$ cat config.mk
export PLATFORM = sky130hd
export DESIGN_NAME = irq_vec_ctrl
export DESIGN_NICKNAME = d
export VERILOG_FILES = /design/src/rtl/irq_vec_pkg.sv /design/src/rtl/irq_cfg_reg.sv /design/src/rtl/irq_pin_front.sv /design/src/rtl/irq_arbiter.sv /design/src/rtl/irq_vec_ctrl.sv
export SDC_FILE = /design/constraint.sdc
export NUM_CORES = 1
export LEC_CHECK = 0
export ABC_AREA = 1
export BUFFER_PORTS_ARGS = -buffer_cell sky130_fd_sc_hd__buf_4
export CAP_MARGIN = 10
export CORE_UTILIZATION = 45
export CTS_CLUSTER_DIAMETER = 30
export DETAILED_ROUTE_END_ITERATION = 10
export PLACE_DENSITY = 0.8
export SKIP_LAST_GASP = 1
export SLEW_MARGIN = 10
export SYNTH_ARGS = -nofsm -noshare
export SYNTH_HDL_FRONTEND = slang
export SYNTH_SLANG_ARGS = --single-unit
export TNS_END_PERCENT = 20
$ cat constraint.sdc
create_clock -name clk -period 5 [get_ports clk]
set_clock_uncertainty 0.15 [all_clocks]
set_input_delay 0.25 -clock clk [delete_from_list [all_inputs] [get_ports clk]]
set_output_delay 0.25 -clock clk [all_outputs]
set_load 0.005 [all_outputs]
$ cat src/rtl/irq_vec_pkg.sv
package irq_vec_pkg;
  localparam int CFG_W    = 16;
  localparam int NUM_CH   = 7;
  localparam int NUM_PIN  = 2;
  localparam int NUM_HI   = 4;
  localparam int NUM_SRC  = NUM_HI + NUM_PIN + NUM_CH;
  localparam int SRC_W    = $clog2(NUM_SRC);

  // source index = priority rank, 0 is highest
  localparam int SRC_ILL  = 0;
  localparam int SRC_SWI  = 1;
  localparam int SRC_STK  = 2;
  localparam int SRC_DBG  = 3;
  localparam int SRC_PA   = 4;
  localparam int SRC_PB   = 5;
  localparam int SRC_CH0  = 6;

  // configuration bit positions
  localparam int CH_EN_TOP = 15;
  localparam int PA_EN     = 1;
  localparam int PA_MODE   = 2;
  localparam int PB_EN     = 4;
  localparam int PB_MODE   = 5;
  localparam logic [CFG_W-1:0] CFG_WMASK = 16'hFE36;
endpackage

$ cat src/rtl/irq_cfg_reg.sv
module irq_cfg_reg #(
  parameter int W = 16,
  parameter logic [W-1:0] WMASK = '1
) (
  input  logic         clk,
  input  logic         rst,
  input  logic         we,
  input  logic [W-1:0] wdata,
  output logic [W-1:0] q
);
  always_ff @(posedge clk) begin
    if (rst)     q <= '0;
    else if (we) q <= wdata & WMASK;
  end
endmodule

$ cat src/rtl/irq_pin_front.sv
module irq_pin_front (
  input  logic clk,
  input  logic rst,
  input  logic flush,
  input  logic pin_n,
  input  logic en,
  input  logic edge_mode,
  input  logic ack_clr,
  output logic req
);
  logic prev_q;
  logic pend_q;
  logic fall;

  assign fall = prev_q & ~pin_n;

  always_ff @(posedge clk) begin
    if (rst) begin
      prev_q <= 1'b1;
      pend_q <= 1'b0;
    end else begin
      prev_q <= pin_n;
      if (flush || !en || !edge_mode) pend_q <= 1'b0;
      else                            pend_q <= (pend_q & ~ack_clr) | fall;
    end
  end

  assign req = en & (edge_mode ? pend_q : ~pin_n);
endmodule

$ cat src/rtl/irq_arbiter.sv
module irq_arbiter #(
  parameter int N  = 13,
  parameter int IW = $clog2(N)
) (
  input  logic [N-1:0]  req,
  output logic          any,
  output logic [IW-1:0] idx
);
  always_comb begin
    any = 1'b0;
    idx = '0;
    for (int i = N - 1; i >= 0; i--) begin
      if (req[i]) begin
        any = 1'b1;
        idx = IW'(i);
      end
    end
  end
endmodule

$ cat src/rtl/irq_vec_ctrl.sv
module irq_vec_ctrl
  import irq_vec_pkg::*;
#(
  parameter int VEC_W    = 7,
  parameter int VEC_BASE = 6
) (
  input  logic              clk,
  input  logic              rst,
  input  logic              cfg_we,
  input  logic [15:0]       cfg_wdata,
  output logic [15:0]       cfg_rdata,
  input  logic              rst_req,
  input  logic [1:0]        pin_n,
  input  logic [6:0]        chan_req,
  input  logic              stk_ovf,
  input  logic              dbg_trap,
  input  logic              swi_exec,
  input  logic              ill_op,
  input  logic [1:0]        core_mask,
  output logic              irq_valid,
  output logic [VEC_W-1:0]  irq_vector,
  input  logic              irq_ack,
  output logic              mask_raise,
  output logic              reset_out
);
  localparam logic [VEC_W-1:0] SWI_VEC = VEC_W'(VEC_BASE + 2 * SRC_SWI);
  localparam logic [VEC_W-1:0] LO_VEC  = VEC_W'(VEC_BASE + 2 * SRC_PA);

  logic [CFG_W-1:0]   cfg_q;
  logic [NUM_CH-1:0]  ch_en;
  logic [NUM_PIN-1:0] pin_en, pin_mode, pin_req;
  logic [NUM_HI-1:0]  hi_pend_q, hi_evt;
  logic [NUM_SRC-1:0] clr_oh, src_req;
  logic [NUM_CH+NUM_PIN-1:0] lo_req;
  logic               busy_q, ack_fire, win_any;
  logic [SRC_W-1:0]   cur_idx_q, win_idx;
  logic [VEC_W-1:0]   vec_q;
  logic               raise_q, rst_out_q;

  irq_cfg_reg #(.W(CFG_W), .WMASK(CFG_WMASK)) u_cfg (
    .clk(clk), .rst(rst), .we(cfg_we), .wdata(cfg_wdata), .q(cfg_q)
  );
  assign cfg_rdata = cfg_q;

  genvar k;
  generate
    for (k = 0; k < NUM_CH; k++) begin : g_chen
      assign ch_en[k] = cfg_q[CH_EN_TOP-k];
    end
  endgenerate

  assign pin_en   = {cfg_q[PB_EN],   cfg_q[PA_EN]};
  assign pin_mode = {cfg_q[PB_MODE], cfg_q[PA_MODE]};

  assign ack_fire = busy_q & irq_ack & ~rst_req;
  assign clr_oh   = ack_fire ? (NUM_SRC'(1) << cur_idx_q) : '0;

  // high-level events: latched until acknowledged, flushed by reset request
  assign hi_evt = {dbg_trap, stk_ovf, swi_exec, ill_op};
  always_ff @(posedge clk) begin
    if (rst || rst_req) hi_pend_q <= '0;
    else                hi_pend_q <= (hi_pend_q & ~clr_oh[NUM_HI-1:0]) | hi_evt;
  end

  generate
    for (k = 0; k < NUM_PIN; k++) begin : g_pin
      irq_pin_front u_pin (
        .clk(clk), .rst(rst), .flush(rst_req), .pin_n(pin_n[k]),
        .en(pin_en[k]), .edge_mode(pin_mode[k]),
        .ack_clr(clr_oh[SRC_PA+k]), .req(pin_req[k])
      );
    end
  endgenerate

  assign lo_req  = {chan_req & ch_en, pin_req} & {(NUM_CH+NUM_PIN){core_mask == 2'd0}};
  assign src_req = {lo_req, hi_pend_q};

  irq_arbiter #(.N(NUM_SRC), .IW(SRC_W)) u_arb (
    .req(src_req), .any(win_any), .idx(win_idx)
  );

  always_ff @(posedge clk) begin
    if (rst) begin
      busy_q    <= 1'b0;
      cur_idx_q <= '0;
      vec_q     <= '0;
      raise_q   <= 1'b0;
      rst_out_q <= 1'b0;
    end else if (rst_req) begin
      busy_q    <= 1'b0;
      raise_q   <= 1'b0;
      rst_out_q <= 1'b1;
    end else begin
      rst_out_q <= 1'b0;
      raise_q   <= ack_fire && (cur_idx_q == SRC_W'(SRC_SWI));
      if (ack_fire) begin
        busy_q <= 1'b0;
      end else if (!busy_q && win_any) begin
        busy_q    <= 1'b1;
        cur_idx_q <= win_idx;
        vec_q     <= VEC_W'(VEC_BASE + 2 * int'(win_idx));
      end
    end
  end

  assign irq_valid  = busy_q;
  assign irq_vector = vec_q;
  assign mask_raise = raise_q;
  assign reset_out  = rst_out_q;

  AST_HOLD_UNTIL_ACK: assert property (@(posedge clk) disable iff (rst)
    (irq_valid && !irq_ack && !rst_req) |=> (irq_valid && $stable(irq_vector)));
  AST_MASK_GATES_LO: assert property (@(posedge clk) disable iff (rst)
    ($rose(irq_valid) && $past(core_mask) != 2'd0) |-> (irq_vector < LO_VEC));
  AST_RESET_WINS: assert property (@(posedge clk) disable iff (rst)
    rst_req |=> (!irq_valid && reset_out));
  AST_SWI_RAISE: assert property (@(posedge clk) disable iff (rst)
    mask_raise |-> $past(irq_valid && irq_ack && irq_vector == SWI_VEC));
endmodule

==> out/metrics.csv, run 1 <==
stage;metric;value;unit
run_status;status;finished, final reports clean;
sta;Tcrit/Tclk final;40.3;%
final_layout;ant diodes;0;
synth;leading area contributor after synthesis;dfxtp_1;
synth;main combinational cell family by area after synthesis;simple AND/OR/NAND/NOR gates;
clock_tree;H-tree depth;2;
placed_design;pre-CTS setup slack;3.01;ns
placed_design;DP HPWL;2330;µm
min_path;Min-Delay Path Class;in -> reg;
synth;sequential area share after synthesis;42.1;%
sta;final setup fails;0;
clock_tree;Reg clk slew, reported paths;0.08;ns
global_routing;gr usage total;21.1;%
critical_path;kind of critical path;in -> reg;
sta;RSZ-0062 raised after global routing;false;
clock_tree;Clk Latency, worst-skew pair;0.33;ns
synth;Compound-Gate Fraction of Synth Area;15.6;%
critical_path;crit path launch type;input pin;
clock_tree;clk root buf;clkbuf_4;
pwr;Sw Ratio;27.6;%
pwr;switching power;139;µW
critical_path;CP max stage cell;dlygate4sd3_1;
job;max cap viols;0;
routing;DRC Markers;0;
floorplan;die area;3510;µm²
synth;share of the synthesized area in the top cell type;42.1;%
final_layout;Area Growth Syn to Fin;34.6;%
synth;mux contribution to synthesized area;0;%
final_layout;Filler Cell Count;289;
synth;adder-cell area share of the yosys netlist;0.850;%
final_layout;leading cell type in the layout, fill and taps excluded;buf_4;
pwr;Leak;0.975;nW
pwr;Internal Power;364;µW
pwr;pwr dens;253;nW/µm²
synth;Syn Std Cell Area;1470;µm²
pwr;Peak VDD IR;185;µV
synth;Async SR Flop Fraction;0;%
placed_design;RePlAce Congestion;0.822;
critical_path;WP depth;13;
routing;Iter 0 DRT Violations;19;
floorplan;starting density of the core;47.8;%
synth;simple-gate share of the synthesized area;28.1;%
clock_tree;deepest clock path buffer count;2;
routing;routed len/inst;10.5;µm
sta;setup TNS;0;ns
pwr;Clk pwr share;25.5;%
critical_path;delay-heaviest family, CP;buffers and inverters;
final_layout;share of layout cells above drive strength 1;26.7;%
routing;drt pass-1 iters;4;
clock_tree;cts bufs inserted;5;
synth;Ys Warns;0;
synth;Netlist cell types;28;
global_routing;vias in the first global route;1331;
floorplan;IO Count;62;
global_routing;largest net degree at the start of global routing;18;
synth;Mapped Cells;200;
final_layout;most frequent cells in the layout;buf_4, nand2_1, dfxtp_1;
synth;largest cells by area after synthesis;dfxtp_1, nand2_1, nor2_1, o21ai_0, buf_4;
floorplan;Row Count;20;
global_routing;gr ovfl total;0;
floorplan;core area;3080;µm²
sta;Hold Vio Cnt, Final;0;
critical_path;CP Capture Type;register;
floorplan;die extent in y;59.2;µm
min_path;Hold Path Depth;3;
critical_path;slowest stage delay, CP;0.54;ns
synth;EDFF count, synth;0;
critical_path;CP Cell Sequence;dlygate4sd3_1 -> buf_4 -> inv_1 -> nand2_1 -> a21oi_1 -> nand2_1 -> nand2_1 -> o21bai_1 -> nand3_1 -> nand3_1 -> ha_1 -> xnor2_1 -> a21oi_1;
critical_path;CP most frequent cell;nand2_1;
sta;Fmax;0.496;GHz
placed_design;I/O Buffers;49;
critical_path;worst reg-to-reg path cell count;17;
synth;average cell area after synthesis;7.36;µm²
sta;min Tclk post-route;2.02;ns
sta;fin. max-slew vios;0;
pwr;Reg power frac;54.4;%
routing;final wirelength;3160;µm
synth;synthesized flop and latch total;31;
pwr;Comb power frac;20.1;%
final_layout;Layout Nets;296;
floorplan;Chip Width;59.2;µm
clock_tree;CTS tree;done;
sta;Final WS setup;2.98;ns
clock_tree;clock sink count;31;
critical_path;Buf+Inv Stages, Crit Path;3;
global_routing;initial antenna violation count;0;
routing;DRT antenna net count;0;
clock_tree;# resized after CTS;0;
critical_path;WP data required;5.07;ns
routing;Vias;1421;
synth;predominant post-synthesis flop cell;dfxtp_1;
critical_path;critical path peak fanout;3;
global_routing;first-pass GRT wire length;5500;µm
critical_path;crit path DAT;2.08;ns
routing;via/cell ratio;4.71;
synth;XOR/XNOR Fraction of Synth Area;0.595;%
==> per-layer routing <==
| metal | track usage (%) | wire, µm |
|---|---|---|
| met1 | 25.8 | 1460 |
| met3 | 4.59 | 118 |
| met5 | 0 | 0 |
| met4 | 10.2 | 68 |
| met2 | 34.8 | 1520 |
==> through the flow <==
step	instances	total power, mW	hold WS, ns	instance area (µm²)	utilization, %
after floorplan	206	0.335	0.197	1500	-
after global placement	284	0.371	0.285	1820	59.1
after detailed placement	284	0.372	0.302	1820	59.1
after CTS	302	0.505	0.00566	1980	64.4
after global routing	302	0.530	0.00408	1980	64.4
final	302	0.502	0.00402	1980	64.4
==> power by group through the flow <==
stage               combinational, mW  clock, mW  sequential, mW
detailed placement             0.0935          0           0.279
global placement               0.0925          0           0.278
floorplan                      0.0575          0           0.277
global route                    0.114      0.141           0.275
finish                          0.101      0.128           0.273
CTS                             0.101      0.130           0.273
==> layout make-up <==
cell class,instances,area [µm²],area share [%]
tap,44,55.1,2.78
sequential,31,621,31.3
inverter,22,85.1,4.29
clock buffer,6,41.3,2.08
multi-input combinational,138,692,34.9
timing repair buffer,61,488,24.6
==> tightest hold or removal path, cell delays in order <==
cell and delay, ns:
buf_4 0.08, nor2_1 0.03, nor2_1 0.09
==> logic make-up (layout without fill, tap and decap cells) <==
logic type	after synthesis	count (layout)
adder cells (fa/ha/maj)	1	1
AND/OR/NAND/NOR	88	88
flip-flops	31	31
AO/OA/AOI/OAI	41	41
other	1	7
XOR/XNOR	1	1
buffers and inverters	37	89
==> sequential cells by signal, indices dropped and copies added (netlist names) <==
name and flops:
g_pin.u_pin.prev_q 2, irq_valid 1, irq_vector 5, u_cfg.q 11, hi_pend_q 4, mask_raise 1
reset_out 1, g_pin.u_pin.pend_q 2, cur_idx_q 4
==> worst paths after layout <==
kind                                                       start                               end  slack (ns)
worst max-delay path                                    pin_n[0]        irq_vector[3]$_SDFFE_PP0P_        2.98
worst min-delay path                               cfg_wdata[15]          u_cfg.q[15]$_SDFFE_PP0P_       0.004
worst max register to register          u_cfg.q[10]$_SDFFE_PP0P_        irq_vector[5]$_SDFFE_PP0P_        3.16
worst min register to register  g_pin[1].u_pin.prev_q$_SDFF_PP1_  g_pin[1].u_pin.pend_q$_SDFF_PP0_        0.31
==> timing repair <==
action / in CTS / in global routing
hold endpoints to repair: 17 / 0
hold buffers: 12 / 0
setup buffers: 0 / 0
setup endpoints to repair: 0 / 0
==> cell usage after synthesis (2+ instances only) <==
library cell / n
buf_4: 11
nand3_1: 12
nand2_1: 35
nand3_2: 3
a21oi_2: 3
clkbuf_1: 4
nand2_2: 2
dfxtp_1: 31
o31ai_1: 2
nor2_1: 29
inv_1: 20
o21ai_0: 18
a21oi_1: 15
(Power assumes the default switching activity.)
==> run 2, diff against run 1 <==
- clock period: 5 -> 1.9 ns (I/O delays scaled with it)
==> out/metrics.csv, run 2 (synthesized netlist as in run 1, its figures left out) <==
stage;metric;value;unit;change
routing;via/cell ratio;4.75;;+0.97%
sta;fin. max-slew vios;0;;unchanged
final_layout;ant diodes;0;;unchanged
critical_path;kind of critical path;in -> reg;;
clock_tree;Reg clk slew, reported paths;0.09;ns;about the same
placed_design;DP HPWL;2310;µm;-0.81%
global_routing;initial antenna violation count;0;;unchanged
final_layout;final instance area;2210;µm²;+11%
routing;final wirelength;3520;µm;+11%
final_layout;Biggest register;u_cfg.q;;
routing;DRT antenna net count;0;;unchanged
global_routing;largest net degree at the start of global routing;18;;unchanged
final_layout;most frequent cells in the layout;buf_4, nand2_1, dfxtp_1;;
clock_tree;cts bufs inserted;5;;unchanged
final_layout;Multi-input gate area;719;µm²;+4.0%
critical_path;CP max stage cell;dlygate4sd3_1;;
critical_path;crit path launch type;input pin;;
critical_path;CP Cell Sequence;dlygate4sd3_1 -> buf_4 -> inv_1 -> nand2_1 -> a21oi_1 -> nand2_1 -> nand2_1 -> o21bai_1 -> nand3_1 -> nand3_2 -> ha_4 -> xnor2_1 -> a21oi_1;;
critical_path;crit path DAT;1.89;ns;-0.19 ns
floorplan;Row Count;20;;unchanged
pwr;Leak;1.07;nW;+9.8%
pwr;Peak VDD IR;391;µV;+110%
sta;Hold Vio Cnt, Final;0;;unchanged
routing;Vias;1525;;+7.3%
sta;min Tclk post-route;1.82;ns;
critical_path;Setup crit end;irq_vector[3]$_SDFFE_PP0P_;;
critical_path;critical path peak fanout;3;;unchanged
critical_path;WP data required;1.97;ns;-3.10 ns
pwr;total power draw;1.46;mW;+190%
routing;DRC Markers;0;;unchanged
critical_path;launch point of the worst path;pin_n[0];;
floorplan;core area;3080;µm²;unchanged
global_routing;gr ovfl total;0;;unchanged
final_layout;share of layout cells above drive strength 1;28.9;%;+2.1 points
final_layout;Filler Cell Count;250;;-13%
critical_path;worst reg-to-reg setup slack;0.13;ns;-3.03 ns
global_routing;gr usage total;22.2;%;+1.2 points
sta;RSZ-0062 raised after global routing;true;;
final_layout;Layout Nets;313;;+5.7%
critical_path;worst r2r src;u_cfg.q[10]$_SDFFE_PP0P_;;
floorplan;die area;3510;µm²;unchanged
routing;routed len/inst;11.0;µm;+4.9%
clock_tree;deepest clock path buffer count;2;;unchanged
final_layout;register area;622;µm²;+0.20%
sta;Fmax;0.549;GHz;
clock_tree;clk root buf;clkbuf_4;;
clock_tree;CTS tree;done;;
pwr;pwr dens;663;nW/µm²;+160%
critical_path;R2R Path End;irq_vector[5]$_SDFFE_PP0P_;;
global_routing;first-pass GRT wire length;5800;µm;+5.5%
critical_path;CP Capture Type;register;;
placed_design;I/O Buffers;49;;unchanged
job;max cap viols;0;;unchanged
placed_design;pre-CTS setup slack;0.0537;ns;-2.95 ns
clock_tree;clock sink count;31;;unchanged
critical_path;worst reg-to-reg path cell count;17;;unchanged
routing;drt pass-1 iters;4;;unchanged
final_layout;max FFs per register;11;;unchanged
floorplan;IO Count;62;;unchanged
routing;Iter 0 DRT Violations;45;;+26
final_layout;core utilization of the finished layout;71.8;%;+7.4 points
placed_design;RePlAce Congestion;0.837;;+1.8%
clock_tree;H-tree depth;2;;unchanged
clock_tree;Clk Latency, worst-skew pair;0.32;ns;about the same
final_layout;leading cell type in the layout, fill and taps excluded;buf_4;;
min_path;Min-Delay Path Class;in -> reg;;
floorplan;die extent in y;59.2;µm;unchanged
global_routing;vias in the first global route;1431;;+7.5%
run_status;status;finished, final reports clean;;
critical_path;slowest stage delay, CP;0.54;ns;about the same
sta;final setup fails;0;;unchanged
floorplan;starting density of the core;47.8;%;unchanged
sta;Final WS setup;0.0772;ns;-2.91 ns
placed_design;Area after DPL;1820;µm²;unchanged
floorplan;Chip Width;59.2;µm;unchanged
critical_path;CP most frequent cell;nand2_1;;
final_layout;Area Growth Syn to Fin;50.0;%;
sta;Tcrit/Tclk final;95.9;%;
[run 2: cell types whose count changed in the layout (fill, tap and decap cells not counted), sizes merged]
cell and delta:
clkinvlp +1, clkbuf +2, buf +1, dlygate4sd3 +16
inv -1
[run 2: cell type report]
class / instances / share of cell area (%)
multi-input cells: 138 / 32.6
clock buffers: 8 / 3.11
well taps: 44 / 2.49
flip-flops and latches: 31 / 28.1
repair buffers: 78 / 29.7
inverters: 22 / 4.02
[run 2: metal layers]
metal / up-vias / wire, µm / share of wire (%) / track usage (%)
li1: 783 / - / - / -
met1: 684 / 1550 / 44 / 25.4
met2: 48 / 1730 / 49 / 37.7
met3: 10 / 157 / 4.5 / 7.64
met4: 0 / 87 / 2.5 / 8.84
met5: - / 0 / 0 / 0
[run 2: worst min path at each step]
stage | from | end | slack [ns] | cells after the start
CTS | irq_ack | irq_valid$_SDFFE_PP0P_ | 0.002 | 4
global placement | pin_n[1] | g_pin[1].u_pin.prev_q$_SDFF_PP1_ | 0.15 | 3
floorplan | pin_n[1] | g_pin[1].u_pin.prev_q$_SDFF_PP1_ | 0.04 | 2
finish | irq_ack | irq_valid$_SDFFE_PP0P_ | 0.006 | 4
detailed placement | pin_n[1] | g_pin[1].u_pin.prev_q$_SDFF_PP1_ | 0.15 | 3
global route | irq_ack | irq_valid$_SDFFE_PP0P_ | 0.01 | 4
[run 2: metrics by stage]
stage,TNS (ns),hold slack [ns],cells
after floorplan,0,0.0416,206
after global placement,0,0.149,284
after detailed placement,0,0.149,284
after CTS,0,0.00242,320
after global routing,-0.112,0.0128,321
final,0,0.00592,321
[run 2: what timing repair did]
item	in CTS	in global routing
hold endpoints to repair	26	0
setup endpoints to repair	0	13
setup buffers	0	1
hold buffers	28	0
resized for setup	0	9
[run 2: power by group]
| group | total, mW | switching (mW) | internal, mW |
|---|---|---|---|
| clock network | 0.431 | 0.214 | 0.218 |
| logic | 0.314 | 0.144 | 0.170 |
| registers | 0.719 | 0.0299 | 0.689 |
| total | 1.46 | 0.387 | 1.08 |
[run 2: worst max-delay path: cells and delay by family]
family	cells	cell delay, ns
buffers and inverters	3	0.75
AO/OA/AOI/OAI	3	0.32
adder cells (fa/ha/maj)	1	0.15
AND/OR/NAND/NOR	5	0.46
XOR/XNOR	1	0.11
==> run 3, diff against run 2 <==
- ABC_AREA: 1 -> default
- CELL_PAD_IN_SITES_DETAIL_PLACEMENT: default -> 0
- CELL_PAD_IN_SITES_GLOBAL_PLACEMENT: default -> 2
- CORE_UTILIZATION: 45 -> 27
- PLACE_DENSITY: 0.8 -> 0.83
==> out/metrics.csv, run 3 <==
stage;metric;value;unit;change
sta;Hold Vio Cnt, Final;0;;unchanged
routing;metal2 WL;2080;µm;+20%
run_status;failing checks;setup timing;;
synth;leading area contributor after synthesis;dfxtp_1;;
routing;Iter 0 DRT Violations;56;;+24%
synth;top-count cell post-synth;dfxtp_1;;
synth;Async SR Flop Fraction;0;%;unchanged
sta;final setup fails;2;;+2
clock_tree;cts bufs inserted;5;;unchanged
floorplan;die area;6120;µm²;+75%
pwr;total power draw;1.75;mW;+20%
placed_design;pre-CTS setup slack;-0.121;ns;-0.175 ns
job;max cap viols;0;;unchanged
synth;Mapped Cells;178;;-11%
critical_path;crit path launch type;register;;
clock_tree;deepest clock path buffer count;2;;unchanged
final_layout;leading cell type in the layout, fill and taps excluded;buf_4;;
final_layout;Biggest register;u_cfg.q;;
clock_tree;CTS tree;done;;
sta;Tcrit/Tclk final;106;%;+9.9 points
critical_path;crit path DAT;2.07;ns;+0.18 ns
synth;main combinational cell family by area after synthesis;simple AND/OR/NAND/NOR gates;;
critical_path;WP data required;1.96;ns;about the same
pwr;Peak VDD IR;328;µV;-16%
run_status;status;finished, violations left;;
synth;Compound-Gate Fraction of Synth Area;20.2;%;+4.5 points
routing;Top Layer Used;met4;;
final_layout;core utilization of the finished layout;45.2;%;-27 points
clock_tree;H-tree depth;2;;unchanged
clock_tree;clk root buf;clkbuf_8;;
routing;Vias;1576;;+3.3%
final_layout;most frequent cells in the layout;buf_4, dfxtp_1, nor2_1;;
final_layout;Area Growth Syn to Fin;59.4;%;
routing;routed length on met1;1980;µm;+28%
sta;setup TNS;-0.150;ns;-0.150 ns
sta;Min Hold Slack;0.0201;ns;+0.0141 ns
sta;fin. max-slew vios;0;;unchanged
synth;synthesized flop and latch total;31;;unchanged
routing;met3 WL;154;µm;-1.9%
synth;sequential area share after synthesis;39.5;%;-2.6 points
critical_path;kind of critical path;reg -> reg;;
synth;Syn Std Cell Area;1570;µm²;+6.6%
placed_design;Area after DPL;2160;µm²;+18%
placed_design;DP HPWL;3180;µm;+38%
placed_design;Placed Instances;315;;+11%
final_layout;Final Non-Filler Cells;344;;+7.2%
synth;share of the synthesized area in the top cell type;39.5;%;-2.6 points
synth;Ys Warns;0;;unchanged
synth;EDFF count, synth;0;;unchanged
floorplan;die extent in y;78.3;µm;+32%
global_routing;largest net degree at the start of global routing;29;;+11
floorplan;core area;5540;µm²;+80%
global_routing;vias in the first global route;1520;;+6.2%
pwr;Leak;1.13;nW;+5.9%
sta;RSZ-0062 raised after global routing;true;;
critical_path;critical path peak fanout;4;;+1
synth;mux contribution to synthesized area;7.01;%;+7.0 points
placed_design;RePlAce Congestion;0.746;;-11%
clock_tree;Clk Latency, worst-skew pair;0.29;ns;-0.03 ns
clock_tree;clock sink count;31;;unchanged
clock_tree;Reg clk slew, reported paths;0.07;ns;-0.02 ns
routing;final wirelength;4300;µm;+22%
routing;routed len/inst;12.5;µm;+14%
synth;predominant post-synthesis flop cell;dfxtp_1;;
placed_design;I/O Buffers;49;;unchanged
floorplan;Chip Width;78.3;µm;+32%
pwr;pwr dens;701;nW/µm²;+5.8%
floorplan;IO Count;62;;unchanged
synth;XOR/XNOR Fraction of Synth Area;0;%;-0.59 points
synth;top post-synthesis cells by count;dfxtp_1, nor2_1, buf_4, mux2i_1, nand2_1;;
global_routing;gr usage total;14.8;%;-7.4 points
final_layout;Layout Nets;308;;-1.6%
global_routing;first-pass GRT wire length;6890;µm;+19%
routing;DRT antenna net count;0;;unchanged
sta;min Tclk post-route;2.01;ns;+0.188 ns
routing;drt pass-1 iters;4;;unchanged
final_layout;share of layout cells above drive strength 1;39.7;%;+11 points
synth;Netlist cell types;50;;+79%
routing;via/cell ratio;4.58;;-3.6%
min_path;Min-Delay Path Class;in -> reg;;
final_layout;ant diodes;0;;unchanged
final_layout;max FFs per register;11;;unchanged
synth;adder-cell area share of the yosys netlist;0.797;%;-0.053 points
synth;simple-gate share of the synthesized area;24.4;%;-3.7 points
routing;DRC Markers;0;;unchanged
sta;Fmax;0.497;GHz;-9.4%
critical_path;CP Capture Type;register;;
global_routing;initial antenna violation count;0;;unchanged
synth;largest cells by area after synthesis;dfxtp_1, mux2i_1, nor2_1, buf_4, nand2b_1;;
global_routing;gr ovfl total;0;;unchanged
sta;Final WS setup;-0.111;ns;-0.188 ns
final_layout;final instance area;2500;µm²;+13%
floorplan;Row Count;27;;+35%
synth;average cell area after synthesis;8.82;µm²;+20%
floorplan;starting density of the core;28.3;%;-20 points
[run 3: power by group]
group          switching, mW  internal (mW)  total [mW]
registers             0.0300          0.685       0.715
logic                  0.149          0.215       0.365
clock network          0.249          0.424       0.673
total                  0.429           1.32        1.75
[run 3: timing repair]
item                                    in CTS  in global routing
pin swaps                                    2                  3
hold buffers                                19                  0
endpoints found under the setup margin       3                 12
hold endpoints to repair                    21                  0
setup buffers                                1                  1
gates resized for setup                      1                  6
[run 3: final timing paths]
check,from,slack [ns],depth (start not counted),endpoint
worst max-delay path,u_cfg.q[14]$_SDFFE_PP0P_,-0.11,8,irq_vector[5]$_SDFFE_PP0P_
worst min-delay path,rst,0.02,2,reset_out$_SDFF_PP0_
worst max register to register,u_cfg.q[14]$_SDFFE_PP0P_,-0.11,8,irq_vector[5]$_SDFFE_PP0P_
worst min register to register,g_pin[1].u_pin.prev_q$_SDFF_PP1_,0.30,2,g_pin[1].u_pin.pend_q$_SDFF_PP0_
[run 3: final cells by class]
class,count,area (µm²)
Multi-Input combinational cell,131,883
Sequential cell,31,624
Timing Repair Buffer,95,761
Clock buffer,6,82.6
Clock inverter,2,35.0
Tap cell,72,90.1
Fill cell,581,3040
Inverter,7,26.3
[run 3: critical path: stages, from the launching register on]
cell	delay, ns
dfxtp_2	0.35
nand2_1	0.05
a32o_2	0.26
o21ai_2	0.15
a21o_1	0.15
nand2_1	0.06
ha_2	0.19
or4_4	0.48
o32ai_2	0.09
[run 3: layer usage]
metal / vias up / GRT usage, %
li1: 809 / -
met1: 728 / 17.9
met2: 31 / 24.5
met3: 8 / 3.14
met4: 0 / 7.78
met5: - / 0
[run 3: kinds of logic after synthesis]
kind of cell / Yosys count
and+or+nand+nor: 72
AOI/OAI and AO/OA: 40
DFF: 31
buffers and inverters: 22
muxes: 11
adders and majority gates: 1
other: 1
